--- config.mk ---
export PLATFORM = sky130hd
export DESIGN_NAME = fp_wide_accum
export DESIGN_NICKNAME = d
export VERILOG_FILES = /design/src/rtl/fpacc_pkg.sv /design/src/rtl/fpacc_align.sv /design/src/rtl/fpacc_csadd.sv /design/src/rtl/fpacc_ctrl.sv /design/src/rtl/fpacc_datapath.sv /design/src/rtl/fp_wide_accum.sv
export SDC_FILE = /design/constraint.sdc
export NUM_CORES = 1
export LEC_CHECK = 0
export ABC_AREA = 1
export BUFFER_PORTS_ARGS = -buffer_cell sky130_fd_sc_hd__buf_2
export CELL_PAD_IN_SITES_DETAIL_PLACEMENT = 0
export CELL_PAD_IN_SITES_GLOBAL_PLACEMENT = 1
export CORE_ASPECT_RATIO = 1.2
export CORE_UTILIZATION = 35
export DETAILED_ROUTE_END_ITERATION = 8
export GPL_ROUTABILITY_DRIVEN = 1
export PLACE_DENSITY_LB_ADDON = 0.1
export SLEW_MARGIN = 20
export SYNTH_ARGS = -nofsm -noshare
export SYNTH_HDL_FRONTEND = slang
export SYNTH_SLANG_ARGS = --single-unit
--- constraint.sdc ---
create_clock -name clk -period 4.07 [get_ports clk]
set_clock_uncertainty 0.1 [all_clocks]
set_input_delay 0 -clock clk [delete_from_list [all_inputs] [get_ports clk]]
set_output_delay 0 -clock clk [all_outputs]
set_load 0.005 [all_outputs]
--- src/rtl/fpacc_pkg.sv ---
package fpacc_pkg;

  // Strobes from the control unit to the datapath.
  typedef struct packed {
    logic loadStage;  // capture the aligned summand into the stage register
    logic accumEn;    // fold the staged summand into the sum
    logic flush;      // zero the sum and the sticky flags
  } ctrlStrobes_t;

endpackage

--- src/rtl/fpacc_align.sv ---
// Decodes a floating-point summand and places its significand at the
// accumulator's bit weights. Purely combinational.
module fpacc_align #(
  parameter int EXP_W  = 8,
  parameter int FRAC_W = 23,
  parameter int LSB_WT = -38,
  parameter int ACC_W  = 63
) (
  input  logic [EXP_W+FRAC_W:0] summand,
  output logic [ACC_W-1:0]      term,     // signed, aligned
  output logic                  dropped,  // nonzero bits fell below LSB
  output logic                  tooBig,   // magnitude does not fit
  output logic                  special   // exponent field all ones
);
  localparam int SIG_W = FRAC_W + 1;
  localparam int WW    = ACC_W + 2 * SIG_W;
  localparam int BIAS  = (1 << (EXP_W - 1)) - 1;

  logic              signBit;
  logic [EXP_W-1:0]  expField;
  logic [FRAC_W-1:0] fracField;
  logic              hidden;
  logic [EXP_W-1:0]  effExp;
  logic [SIG_W-1:0]  sig;
  logic [WW-1:0]     base;
  logic [WW-1:0]     shifted;
  logic [ACC_W-2:0]  mag;
  int                sh;

  assign signBit   = summand[EXP_W+FRAC_W];
  assign expField  = summand[EXP_W+FRAC_W-1:FRAC_W];
  assign fracField = summand[FRAC_W-1:0];
  assign hidden    = |expField;
  assign effExp    = hidden ? expField : EXP_W'(1);
  assign sig       = {hidden, fracField};
  assign base      = {{(WW-SIG_W){1'b0}}, sig};

  always_comb begin
    sh      = int'(effExp) - BIAS - FRAC_W - LSB_WT;
    shifted = '0;
    mag     = '0;
    dropped = 1'b0;
    tooBig  = 1'b0;
    special = &expField;
    if (special) begin
      // not aligned at all
    end else if (sh >= ACC_W - 1) begin
      tooBig = |sig;
    end else if (sh <= -SIG_W) begin
      dropped = |sig;
    end else begin
      shifted = base << (sh + SIG_W);
      mag     = shifted[SIG_W+ACC_W-2:SIG_W];
      dropped = |shifted[SIG_W-1:0];
      tooBig  = |shifted[WW-1:SIG_W+ACC_W-1];
    end
    if (signBit) term = -{1'b0, mag};
    else         term = {1'b0, mag};
  end
endmodule

--- src/rtl/fpacc_csadd.sv ---
// Loop adder; a one-level carry-select split or a plain add.
module fpacc_csadd #(
  parameter int WIDTH        = 63,
  parameter bit CARRY_SELECT = 1'b1
) (
  input  logic [WIDTH-1:0] a,
  input  logic [WIDTH-1:0] b,
  output logic [WIDTH-1:0] sum
);
  generate
    if (CARRY_SELECT && WIDTH >= 4) begin : g_csel
      localparam int LO_W = WIDTH / 2;
      localparam int HI_W = WIDTH - LO_W;
      logic [LO_W:0]     loSum;
      logic [HI_W-1:0]   hiNoCarry;
      logic [HI_W-1:0]   hiCarry;
      assign loSum     = {1'b0, a[LO_W-1:0]} + {1'b0, b[LO_W-1:0]};
      assign hiNoCarry = a[WIDTH-1:LO_W] + b[WIDTH-1:LO_W];
      assign hiCarry   = a[WIDTH-1:LO_W] + b[WIDTH-1:LO_W] + HI_W'(1);
      assign sum = {(loSum[LO_W] ? hiCarry : hiNoCarry), loSum[LO_W-1:0]};
    end else begin : g_plain
      assign sum = a + b;
    end
  endgenerate
endmodule

--- src/rtl/fpacc_ctrl.sv ---
// Tracks the valid bit of the staged summand and issues strobes.
module fpacc_ctrl
  import fpacc_pkg::*;
(
  input  logic         clk,
  input  logic         rstN,
  input  logic         inValid,
  input  logic         clear,
  output ctrlStrobes_t strobes
);
  logic stageValidQ;

  always_ff @(posedge clk or negedge rstN) begin
    if (!rstN) stageValidQ <= 1'b0;
    else       stageValidQ <= inValid && !clear;
  end

  always_comb begin
    strobes.loadStage = inValid && !clear;
    strobes.accumEn   = stageValidQ && !clear;
    strobes.flush     = clear;
  end
endmodule

--- src/rtl/fpacc_datapath.sv ---
// Alignment stage, loop adder and sticky flags.
module fpacc_datapath
  import fpacc_pkg::*;
#(
  parameter int EXP_W        = 8,
  parameter int FRAC_W       = 23,
  parameter int LSB_WT       = -38,
  parameter int ACC_W        = 63,
  parameter bit CARRY_SELECT = 1'b1
) (
  input  logic                  clk,
  input  logic                  rstN,
  input  ctrlStrobes_t          strobes,
  input  logic [EXP_W+FRAC_W:0] inData,
  output logic [ACC_W-1:0]      accSum,
  output logic                  overflow,
  output logic                  inexact,
  output logic                  invalid
);
  logic [ACC_W-1:0] alignTerm;
  logic             alignDrop, alignBig, alignSpecial;

  logic [ACC_W-1:0] stageTerm;
  logic             stageDrop, stageBig, stageSpecial;

  logic [ACC_W-1:0] accQ;
  logic [ACC_W-1:0] loopSum;
  logic             addOvf;
  logic             skipAdd;

  fpacc_align #(
    .EXP_W (EXP_W),
    .FRAC_W(FRAC_W),
    .LSB_WT(LSB_WT),
    .ACC_W (ACC_W)
  ) align_i (
    .summand(inData),
    .term   (alignTerm),
    .dropped(alignDrop),
    .tooBig (alignBig),
    .special(alignSpecial)
  );

  // Stage register: the only place the exponent-dependent shift lands.
  always_ff @(posedge clk or negedge rstN) begin
    if (!rstN) begin
      stageTerm    <= '0;
      stageDrop    <= 1'b0;
      stageBig     <= 1'b0;
      stageSpecial <= 1'b0;
    end else if (strobes.loadStage) begin
      stageTerm    <= alignTerm;
      stageDrop    <= alignDrop;
      stageBig     <= alignBig;
      stageSpecial <= alignSpecial;
    end
  end

  fpacc_csadd #(
    .WIDTH       (ACC_W),
    .CARRY_SELECT(CARRY_SELECT)
  ) add_i (
    .a  (accQ),
    .b  (stageTerm),
    .sum(loopSum)
  );

  assign skipAdd = stageBig || stageSpecial;
  assign addOvf  = (accQ[ACC_W-1] == stageTerm[ACC_W-1]) &&
                   (loopSum[ACC_W-1] != accQ[ACC_W-1]);

  always_ff @(posedge clk or negedge rstN) begin
    if (!rstN) begin
      accQ     <= '0;
      overflow <= 1'b0;
      inexact  <= 1'b0;
      invalid  <= 1'b0;
    end else if (strobes.flush) begin
      accQ     <= '0;
      overflow <= 1'b0;
      inexact  <= 1'b0;
      invalid  <= 1'b0;
    end else if (strobes.accumEn) begin
      if (!skipAdd) accQ <= loopSum;
      overflow <= overflow || stageBig || (!skipAdd && addOvf);
      inexact  <= inexact || (!stageSpecial && stageDrop);
      invalid  <= invalid || stageSpecial;
    end
  end

  assign accSum = accQ;
endmodule

--- src/rtl/fp_wide_accum.sv ---
// Thin top: control plus datapath.
module fp_wide_accum
  import fpacc_pkg::*;
#(
  parameter int EXP_W        = 8,
  parameter int FRAC_W       = 23,
  parameter int MSB_WT       = 24,
  parameter int LSB_WT       = -38,
  parameter bit CARRY_SELECT = 1'b1,
  localparam int ACC_W       = MSB_WT - LSB_WT + 1
) (
  input  logic                  clk,
  input  logic                  rstN,
  input  logic                  clear,
  input  logic                  inValid,
  input  logic [EXP_W+FRAC_W:0] inData,
  output logic [ACC_W-1:0]      accSum,
  output logic                  overflow,
  output logic                  inexact,
  output logic                  invalid
);
  ctrlStrobes_t strobes;

  fpacc_ctrl ctrl_i (
    .clk    (clk),
    .rstN   (rstN),
    .inValid(inValid),
    .clear  (clear),
    .strobes(strobes)
  );

  fpacc_datapath #(
    .EXP_W       (EXP_W),
    .FRAC_W      (FRAC_W),
    .LSB_WT      (LSB_WT),
    .ACC_W       (ACC_W),
    .CARRY_SELECT(CARRY_SELECT)
  ) dp_i (
    .clk     (clk),
    .rstN    (rstN),
    .strobes (strobes),
    .inData  (inData),
    .accSum  (accSum),
    .overflow(overflow),
    .inexact (inexact),
    .invalid (invalid)
  );
endmodule

==> results of run 1 <==
[critical path, stage by stage]
cell and delay (ns):
dlygate4sd3_1 0.53, buf_2 0.17, inv_2 0.12, ha_2 0.25, inv_1 0.07, nand4_2 0.11, nand2_2 0.07, buf_12 0.18
nand2_8 0.09, o21ai_1 0.13, buf_4 0.22, nand3_1 0.10, nand3_1 0.13, nand3_2 0.19, nand2_1 0.13, buf_4 0.18
nand2_1 0.14, nand2_2 0.10, nor2_2 0.20, nand3_1 0.17, nor2_1 0.18, nand3_1 0.20, nand2_2 0.15, nand3_1 0.08
nand3_1 0.11, nand2_1 0.06
[power by group through the flow]
stage                     Sequential [mW]  Combinational [mW]  Clock (mW)
final                                1.70                2.80        1.56
after detailed placement             1.73                2.75           0
after CTS                            1.71                2.76        1.60
after floorplan                      1.64                1.98           0
after global placement               1.73                2.74           0
after global routing                 1.73                3.15        1.66
[logic make-up after synthesis]
| logic type | count (synthesis) | synth area share [%] |
|---|---|---|
| simple gates | 1372 | 45.0 |
| compound gates | 327 | 13.8 |
| buf+inv | 262 | 7.74 |
| flops | 133 | 23.6 |
| fa+ha+maj | 69 | 6.24 |
| xor+xnor | 54 | 3.55 |
[final cells by class]
cell class | count | area (um^2)
Clock buffer | 18 | 439
Clock inverter | 13 | 149
Fill cell | 4397 | 23700
Inverter | 164 | 616
Multi-Input combinational cell | 1822 | 9800
Sequential cell | 133 | 3330
Tap cell | 533 | 667
Timing Repair Buffer | 164 | 1070
[per-stage QoR]
step                utilization [%]  setup WS (ns)  cells  cell area, um^2  hold slack (ns)
global route                   40.4        -0.0176   2847            16100           0.0564
CTS                            40.0         0.0336   2842            15900          0.00387
global placement               38.4         0.0360   2807            15300           0.0930
floorplan                         -          0.480   2217            14100           -0.396
detailed placement             38.4        -0.0188   2807            15300           0.0931
finish                         40.4          0.204   2847            16100           0.0159
[worst min path at each step]
| stage | start | endpoint |
|---|---|---|
| finish | inData[2] | dp_i.stageDrop$_DFFE_PN0P_ |
| global route | inData[30] | dp_i.stageBig$_DFFE_PN0P_ |
| CTS | inData[30] | dp_i.stageBig$_DFFE_PN0P_ |
| detailed placement | rstN | dp_i.accSum[18]$_DFFE_PN0P_ |
| floorplan | rstN | ctrl_i.stageValidQ$_DFF_PN0_ |
| global placement | rstN | dp_i.accSum[17]$_DFFE_PN0P_ |
[what timing repair did]
item / in CTS / in global routing
pin swaps: 0 / 9
gates resized for setup: 1 / 32
buffers inserted: 0 / 3
endpoints found under the hold margin: 111 / 32
hold buffers: 4 / 1
endpoints found under the setup margin: 1 / 30
[per-layer routing]
layer	vias up	share of wire [%]	track usage, %
li1	7717	-	-
met1	7231	43	33.8
met2	384	48	44.9
met3	108	2.9	2.32
met4	0	6.1	16.3
met5	-	0	0
[placed cells by master (no fill, tap or decap), drive strengths merged, types with 4 or more instances in the layout]
master,netlist,final
o211ai,4,4
nand2,704,704
nor3,27,27
nand4,94,94
a32o,16,16
nand3b,6,6
xor2,33,33
a21oi,96,96
clkinv,1,6
o21ai,154,154
nand3,342,342
a31oi,6,6
or2,5,5
o31ai,10,10
nor2,180,180
inv,163,166
dfrtp,133,133
a21o,8,8
xnor2,21,21
nor4,8,8
buf,54,159
o21bai,9,9
nor3b,4,4
clkbuf,44,18
ha,67,67
dlygate4sd3,0,5
==> qor.csv, run 1 <==
stage,metric,value,unit
run_status,outcome,finished clean,
placed_design,RePlAce Congestion,0.962,
floorplanning,row count,80,
global_route,first-pass GRT wire length,85300,um
final_layout,fraction of layout cells with a size suffix above 1,15.0,%
detailed_routing,DRC violations left,0,
sta,Max Fclk,0.259,GHz
worst_setup_path,crit path to,dp_i.stageTerm[40]$_DFFE_PN0P_,
detailed_routing,average wire per standard cell,19.0,um
floorplanning,chip height,222,um
sta,worst-margin pin slew,1.11,ns
worst_setup_path,maximum fanout along the worst path,38,
sta,Slew HR,26.0,%
yosys,Avg Inst Size Synth,6.35,um^2
placed_design,Port Buffers,101,
yosys,Synth top area share,23.6,%
run,maxcap violations,0,
pwr,Net Sw Power,2.71,mW
pwr,Leakage,8.45,nW
final_layout,n_diodes,0,
floorplanning,Die ar.,41000,um^2
clock_tree,Clock Tree Buf Depth,2,
pwr,pwr dens,377,nW/um^2
sta,period utilization,95.0,%
floorplanning,Starting Density,35.4,%
floorplanning,Die Wd,185,um
pwr,Clock Power Share,25.7,%
yosys,largest area contributor in the netlist,dfrtp_1,
yosys,synth top area cells,"dfrtp_1 (24%), nand2_1 (18%), nand3_1 (11%)",
pwr,Peak VDD IR,325,uV
yosys,register area share after synthesis,23.6,%
pwr,Internal,3.35,mW
yosys,async set-reset flop share out of synthesis,100,%
final_layout,area delta synth->final,14.1,%
global_route,largest net degree at the start of global routing,103,
worst_setup_path,CP required,4.28,ns
worst_setup_path,FF-to-FF End,dp_i.accSum[60]$_DFFE_PN0P_,
worst_setup_path,Critical Path Source Type,input port,
yosys,Mapped Cells,2217,
placed_design,HPWL Detailed,44000,um
yosys,Post-synth top cells,"nand2_1 (679), nand3_1 (315), nor2_1 (156)",
worst_setup_path,Reg2Reg Setup Slack,0.32,ns
final_layout,nets@finish,2407,
yosys,Synthesis Warnings,0,
global_route,initial antenna violation count,0,
yosys,most frequent cell after synthesis,nand2_1,
floorplanning,Ports,102,
worst_setup_path,R2R Path Start,dp_i.accSum[31]$_DFFE_PN0P_,
sta,TNS Setup,0,ns
yosys,top_reg_cell synth,dfrtp_1,
sta,Final setup violation count,0,
detailed_routing,final WL,54000,um
global_route,Overflow after GRT,0,
detailed_routing,1st-iter DRT viols,1122,
sta,Final min period,3.87,ns
worst_setup_path,Reg2Reg Depth,21,
pwr,sw frac,44.7,%
yosys,number of flops mapped to enable cells by yosys,0,
worst_setup_path,crit end category,register,
clock_tree,Num CTS Buffers,17,
detailed_routing,ANT nets after route,0,
detailed_routing,Vias/cell,5.42,
pwr,Gate power share,46.2,%
sta,fin. max-slew vios,0,
yosys,Post-Syn Area,14100,um^2
clock_tree,CTS Sinks,133,
worst_setup_path,crit path from,inData[26],
clock_tree,Clock Latency Late Sink,0.43,ns
clock_tree,Clock transition at path regs,0.06,ns
yosys,Yosys reg bits,133,
sta,Final Hold Fails,0,
clock_tree,htree depth,4,
clock_tree,Clk Tree Root Cell,clkbuf_16,
detailed_routing,Vias,15400,
yosys,Synth cell types,67,
detailed_routing,first-pass iteration count of the detailed router,5,
hold_path,Hold Crit Class,input port to register,
hold_path,Hold Crit Depth,6,
worst_setup_path,Critical Path AT,4.08,ns
pwr,total power,6.06,mW
yosys,post-synth net total,2322,
pwr,Seq pwr share,28.1,%
clock_tree,CTS tree,done,
global_route,Total GRT Usage,27.0,%
global_route,vias in the first global route,14800,
floorplanning,CORE AREA,39700,um^2
worst_setup_path,Setup CP Type,input port to register,
Power figures use the tool's default switching activity.
==> run 2, diff against run 1 <==
GPL_TIMING_DRIVEN = 0   (was default)
HOLD_SLACK_MARGIN = 0.1   (was default)
==> run 2 against run 1 <==
Compared with the run above:
- clock-buffer cell count grew 2
- register-to-register slack worse by 0.14 ns
- fmax is 0.51% lower
- cell area up 2.1%
- total power up 4.8%
- combinational power increased by 5%
- clock power increased by 9%
- non-clock buffer count increased by 55
- largest cell class unchanged
==> qor.csv, run 2 (synthesized netlist as in run 1, its figures left out) <==
stage,metric,value,unit
worst_setup_path,Critical Path Source Type,register,
pwr,sw frac,44.8,%
worst_setup_path,CP cell instances,"ha_4, fa_2, nand3_1, nand3_2, a21oi_4, xor2_1, inv_1, nor3_2, nand2_1, nor3_2, inv_1, nor3_4, nand2_2, nor2_4, nand4_1, nand2_1, nand2_1, nand2_2, nand2_1, a21oi_1",
global_route,largest net degree at the start of global routing,72,
global_route,Total GRT Usage,30.8,%
clock_tree,CTS tree,done,
worst_setup_path,maximum fanout along the worst path,5,
final_layout,Multi-input gate area,9920,um^2
detailed_routing,DRC violations left,0,
worst_setup_path,FF-to-FF End,dp_i.overflow$_DFFE_PN0P_,
worst_setup_path,Stages on worst setup path,20,
detailed_routing,Vias/cell,5.49,
sta,Final min period,3.89,ns
pwr,Gate power share,46.3,%
clock_tree,Clock transition at path regs,0.07,ns
worst_setup_path,CP Buf/Inv Count,2,
detailed_routing,Vias,15900,
sta,Max Fclk,0.257,GHz
floorplanning,CORE AREA,39700,um^2
hold_path,Hold Crit Class,input port to register,
worst_setup_path,CP required,4.34,ns
sta,fin. max-slew vios,0,
global_route,first-pass GRT wire length,93400,um
worst_setup_path,crit end category,register,
worst_setup_path,R2R Path Start,dp_i.accSum[31]$_DFFE_PN0P_,
sta,Slew HR,38.1,%
final_layout,"most common cell after layout, fill and taps aside",nand2_1,
pwr,Peak VDD IR,211,uV
hold_path,Hold Path Origin,inData[23],
clock_tree,Num CTS Buffers,17,
sta,TNS Setup,0,ns
sta,Final setup violation count,0,
sta,Final Hold Fails,0,
clock_tree,Clk Tree Root Cell,clkbuf_16,
worst_setup_path,Max stage delay on crit path,0.43,ns
placed_design,placed instance area,15300,um^2
global_route,initial antenna violation count,1,
pwr,Net Sw Power,2.85,mW
pwr,Seq pwr share,27.0,%
floorplanning,Ports,102,
sta,period utilization,95.5,%
final_layout,Finished Cell Area,16400,um^2
detailed_routing,ANT nets after route,0,
detailed_routing,first-pass iteration count of the detailed router,5,
placed_design,RePlAce Congestion,1.02,
final_layout,n_diodes,0,
placed_design,placed insts,2849,
floorplanning,Starting Density,35.4,%
final_layout,most frequent cells in the layout,"nand2_1 (675), nand3_1 (312), nor2_1 (147)",
pwr,Internal,3.50,mW
final_layout,area delta synth->final,16.5,%
clock_tree,htree depth,4,
final_layout,Layout fillers,4356,
worst_setup_path,Slowest cell on crit path,dfrtp_1,
floorplanning,Die Wd,185,um
pwr,Clock Power Share,26.7,%
run,maxcap violations,0,
worst_setup_path,"delay-heaviest family, CP",simple AND/OR/NAND/NOR gates,
clock_tree,CTS Sinks,133,
final_layout,fraction of layout cells with a size suffix above 1,15.3,%
placed_design,Port Buffers,98,
detailed_routing,final WL,62500,um
hold_path,Hold Crit Depth,6,
floorplanning,Die ar.,41000,um^2
final_layout,Sequential cell area,3330,um^2
pwr,pwr dens,387,nW/um^2
final_layout,nets@finish,2462,
floorplanning,row count,80,
detailed_routing,average wire per standard cell,21.5,um
worst_setup_path,Critical Path AT,4.15,ns
worst_setup_path,Setup CP Type,register to register,
worst_setup_path,Reg2Reg Setup Slack,0.18,ns
sta,worst-margin pin slew,0.929,ns
run_status,outcome,finished clean,
pwr,Leakage,8.53,nW
global_route,Overflow after GRT,0,
final_layout,"non-filler cells, final",2903,
detailed_routing,1st-iter DRT viols,1023,
placed_design,HPWL Detailed,52000,um
worst_setup_path,most used cell along the critical path,nand2_1,
clock_tree,Clock Latency Late Sink,0.44,ns
clock_tree,Clock Tree Buf Depth,2,
hold_path,Hold Path Sink,dp_i.stageDrop$_DFFE_PN0P_,
global_route,vias in the first global route,15500,
floorplanning,chip height,222,um
worst_setup_path,Reg2Reg Depth,20,
==> run 2: cell types whose count changed in the layout (fill, tap and decap cells not counted), moves of 4 or more <==
cell	before	now
o21ai_1	43	38
buf_6	1	8
dlygate4sd3_1	5	13
buf_4	53	11
clkbuf_1	0	42
ha_1	66	62
buf_2	100	124
o21ai_2	4	8
xor2_2	1	5
clkbuf_2	0	4
buf_1	0	14
==> run 2: final cells by class <==
type                            count  area share (%)
Clock inverter                     12            1.08
Buffer                             97            2.89
Sequential cell                   133            20.3
Clock buffer                       20            2.78
Tap cell                          533            4.06
Multi-Input combinational cell   1822            60.5
Inverter                          164            3.77
Timing Repair Buffer              122            4.67
==> run 2: layer usage <==
metal / track usage, % / vias up / part of all wire, %
met5: 0 / - / 0
met4: 20.7 / 0 / 7.4
met3: 3.37 / 155 / 3.3
met2: 53.9 / 443 / 49
met1: 34.8 / 7495 / 40
li1: - / 7830 / -
==> run 2: metrics by stage <==
| stage | worst slack [ns] | power (mW) | utilization, % | hold WS [ns] |
|---|---|---|---|---|
| 2_1_floorplan | 0.480 | 3.63 | - | -0.396 |
| 3_5_place_dp | -0.916 | 4.54 | 38.4 | -0.0912 |
| 6_report | 0.184 | 6.35 | 41.3 | 0.156 |
| 5_1_grt | -0.0279 | 6.79 | 41.3 | 0.192 |
| 4_1_cts | -0.00667 | 6.29 | 40.6 | 0.126 |
| 3_3_place_gp | -0.972 | 4.53 | 38.3 | 0.329 |
==> run 2: what timing repair did <==
item,CTS,global route
hold buffers,14,0
pin swaps,1,11
setup buffers,1,8
endpoints found under the setup margin,65,58
gates resized for setup,15,54
endpoints found under the hold margin,155,0
==> run 2: how the worst max path moves through the flow <==
stage | startpoint | endpoint | slack, ns
after floorplan | dp_i.accSum[31]$_DFFE_PN0P_ | dp_i.accSum[61]$_DFFE_PN0P_ | 0.48
after CTS | dp_i.accSum[31]$_DFFE_PN0P_ | dp_i.accSum[61]$_DFFE_PN0P_ | -0.007
final | dp_i.accSum[31]$_DFFE_PN0P_ | dp_i.overflow$_DFFE_PN0P_ | 0.18
after detailed placement | inData[26] | dp_i.stageTerm[62]$_DFFE_PN0P_ | -0.92
after global routing | dp_i.accSum[31]$_DFFE_PN0P_ | dp_i.overflow$_DFFE_PN0P_ | -0.03
after global placement | inData[26] | dp_i.stageTerm[62]$_DFFE_PN0P_ | -0.97
==> run 2: power by group through the flow <==
stage                     combinational [mW]  sequential [mW]  clock, mW
final                                   2.94             1.71       1.70
after global routing                    3.26             1.73       1.79
after CTS                               2.85             1.71       1.73
after detailed placement                2.81             1.73          0
after global placement                  2.80             1.73          0
after floorplan                         1.98             1.64          0
==> run 2: worst reg2reg max path, delay by kind of cell, from the launching register on <==
kind,cells,cell delay [ns]
buffers and inverters,2,0.20
adder cells (fa/ha/maj),2,0.55
flip-flops,1,0.43
AO/OA/AOI/OAI,2,0.34
XOR/XNOR,1,0.18
AND/OR/NAND/NOR,13,2.01
==> run 3, diff against run 2 <==
MAX_ROUTING_LAYER = met4   (was default)
==> run 3 against run 2 <==
Compared with the run above:
- die area stayed put
- first-iteration DRC count is 11% higher
- cell area is 0.18% lower
- register-to-register slack worse by 0.06 ns
- total power is 1.0% lower
- fmax is 1.5% lower
- largest cell class unchanged
- largest power group unchanged
==> qor.csv, run 3 (synthesized netlist as in run 1, its figures left out) <==
stage,metric,value,unit
pwr,Leakage,8.54,nW
detailed_routing,Vias/cell,5.50,
global_route,largest net degree at the start of global routing,77,
pwr,total power,6.29,mW
final_layout,Layout fillers,4418,
worst_setup_path,Setup CP Type,register to register,
floorplanning,Die ar.,41000,um^2
worst_setup_path,Critical Path AT,4.16,ns
sta,setup ws final,0.123,ns
sta,Slew HR,37.8,%
floorplanning,Die Wd,185,um
sta,Final Hold Fails,0,
final_layout,"non-filler cells, final",2904,
detailed_routing,average wire per standard cell,21.7,um
clock_tree,htree depth,4,
pwr,Peak VDD IR,236,uV
global_route,vias in the first global route,15500,
detailed_routing,1st-iter DRT viols,1139,
final_layout,"most common cell after layout, fill and taps aside",nand2_1,
sta,worst hold slack,0.117,ns
final_layout,area delta synth->final,16.3,%
clock_tree,Num CTS Buffers,17,
placed_design,RePlAce Congestion,1.03,
clock_tree,CTS Sinks,133,
run_status,outcome,finished clean,
sta,fin. max-slew vios,0,
clock_tree,Clock transition at path regs,0.07,ns
final_layout,n_diodes,0,
sta,Final setup violation count,0,
global_route,Overflow after GRT,0,
worst_setup_path,Critical Path Source Type,register,
detailed_routing,DRC violations left,0,
floorplanning,chip height,222,um
floorplanning,row count,80,
detailed_routing,first-pass iteration count of the detailed router,5,
clock_tree,Clock Tree Buf Depth,2,
detailed_routing,Vias,16000,
global_route,first-pass GRT wire length,94400,um
final_layout,fraction of layout cells with a size suffix above 1,15.3,%
pwr,pwr dens,384,nW/um^2
final_layout,nets@finish,2463,
clock_tree,Clock Latency Late Sink,0.45,ns
global_route,Total GRT Usage,31.9,%
floorplanning,Ports,102,
clock_tree,CTS tree,done,
floorplanning,CORE AREA,39700,um^2
placed_design,HPWL Detailed,52400,um
placed_design,placed insts,2849,
sta,period utilization,97.0,%
global_route,initial antenna violation count,0,
final_layout,most frequent cells in the layout,"nand2_1 (674), nand3_1 (302), nor2_1 (148)",
placed_design,"worst slack, placed",-0.970,ns
clock_tree,Clk Tree Root Cell,clkbuf_16,
worst_setup_path,CP required,4.29,ns
sta,worst-margin pin slew,0.933,ns
run,maxcap violations,0,
detailed_routing,ANT nets after route,0,
placed_design,Port Buffers,98,
sta,Max Fclk,0.253,GHz
worst_setup_path,crit end category,register,
sta,Final min period,3.95,ns
final_layout,post-layout util,41.2,%
worst_setup_path,maximum fanout along the worst path,5,
detailed_routing,final WL,62900,um
floorplanning,Starting Density,35.4,%
hold_path,Hold Crit Class,input port to register,
==> run 3: critical path, cell delays in order, from the launching register on <==
cell	delay [ns]
dfrtp_1	0.43
ha_4	0.21
fa_2	0.35
nand3_1	0.11
nand3_2	0.12
a21oi_4	0.23
o21bai_1	0.13
xor2_1	0.25
inv_1	0.10
nor2_1	0.15
nand2_1	0.10
nor3_2	0.22
inv_1	0.11
nor3_4	0.23
inv_2	0.10
nor2_4	0.12
nand4_1	0.15
nor2_2	0.20
inv_1	0.10
nor4_1	0.20
o21ai_0	0.11
==> run 3: final timing paths <==
kind                                                  endpoint  slack [ns]  cells after the start                      startpoint
worst min register to register  dp_i.stageTerm[35]$_DFFE_PN0P_        0.39                      2  dp_i.stageTerm[35]$_DFFE_PN0P_
min in group asynchronous          dp_i.accSum[16]$_DFFE_PN0P_        0.56                      4                            rstN
worst max register to register     dp_i.accSum[58]$_DFFE_PN0P_        0.12                     20  dp_i.stageTerm[31]$_DFFE_PN0P_
worst max-delay path               dp_i.accSum[58]$_DFFE_PN0P_        0.12                     20  dp_i.stageTerm[31]$_DFFE_PN0P_
max in group asynchronous          dp_i.accSum[59]$_DFFE_PN0P_        2.94                      4                            rstN
worst min-delay path             dp_i.stageSpecial$_DFFE_PN0P_        0.12                      7                      inData[24]
==> run 3: where the power goes <==
group / total (mW) / switching [mW] / internal, mW
combinational: 2.94 / 2.03 / 0.913
clock: 1.63 / 0.664 / 0.969
sequential: 1.71 / 0.189 / 1.52
total: 6.29 / 2.88 / 3.40
==> run 3: area by class of cell <==
cell class,count,area [um^2],share of cell area [%]
Clock inverter,14,178,1.08
Clock buffer,18,429,2.62
Timing Repair Buffer,122,763,4.66
Sequential cell,133,3330,20.3
Inverter,164,616,3.76
Buffer,98,484,2.96
Multi-Input combinational cell,1822,9910,60.5
Tap cell,533,667,4.07
==> run 3: repair_timing <==
item,in CTS,in global routing
buffers inserted,1,9
setup endpoints to repair,67,64
hold buffers,13,0
pin swaps,1,9
gates resized for setup,18,54
hold endpoints to repair,156,0
gates cloned,0,0
==> run 3: metal layers <==
metal / wire length [um] / GRT usage [%] / share of wire, %
met1: 24900 / 34.8 / 40
met2: 31700 / 55.2 / 50
met3: 2010 / 3.10 / 3.2
met4: 4300 / 20.1 / 6.8
met5: 0 / - / 0
==> run 3: through the flow <==
step | setup TNS (ns) | area (um^2)
floorplan | 0 | 14100
detailed placement | -49.40 | 15300
global placement | -51.18 | 15200
finish | 0 | 16400
global route | -0.0818 | 16400
CTS | 0 | 16100
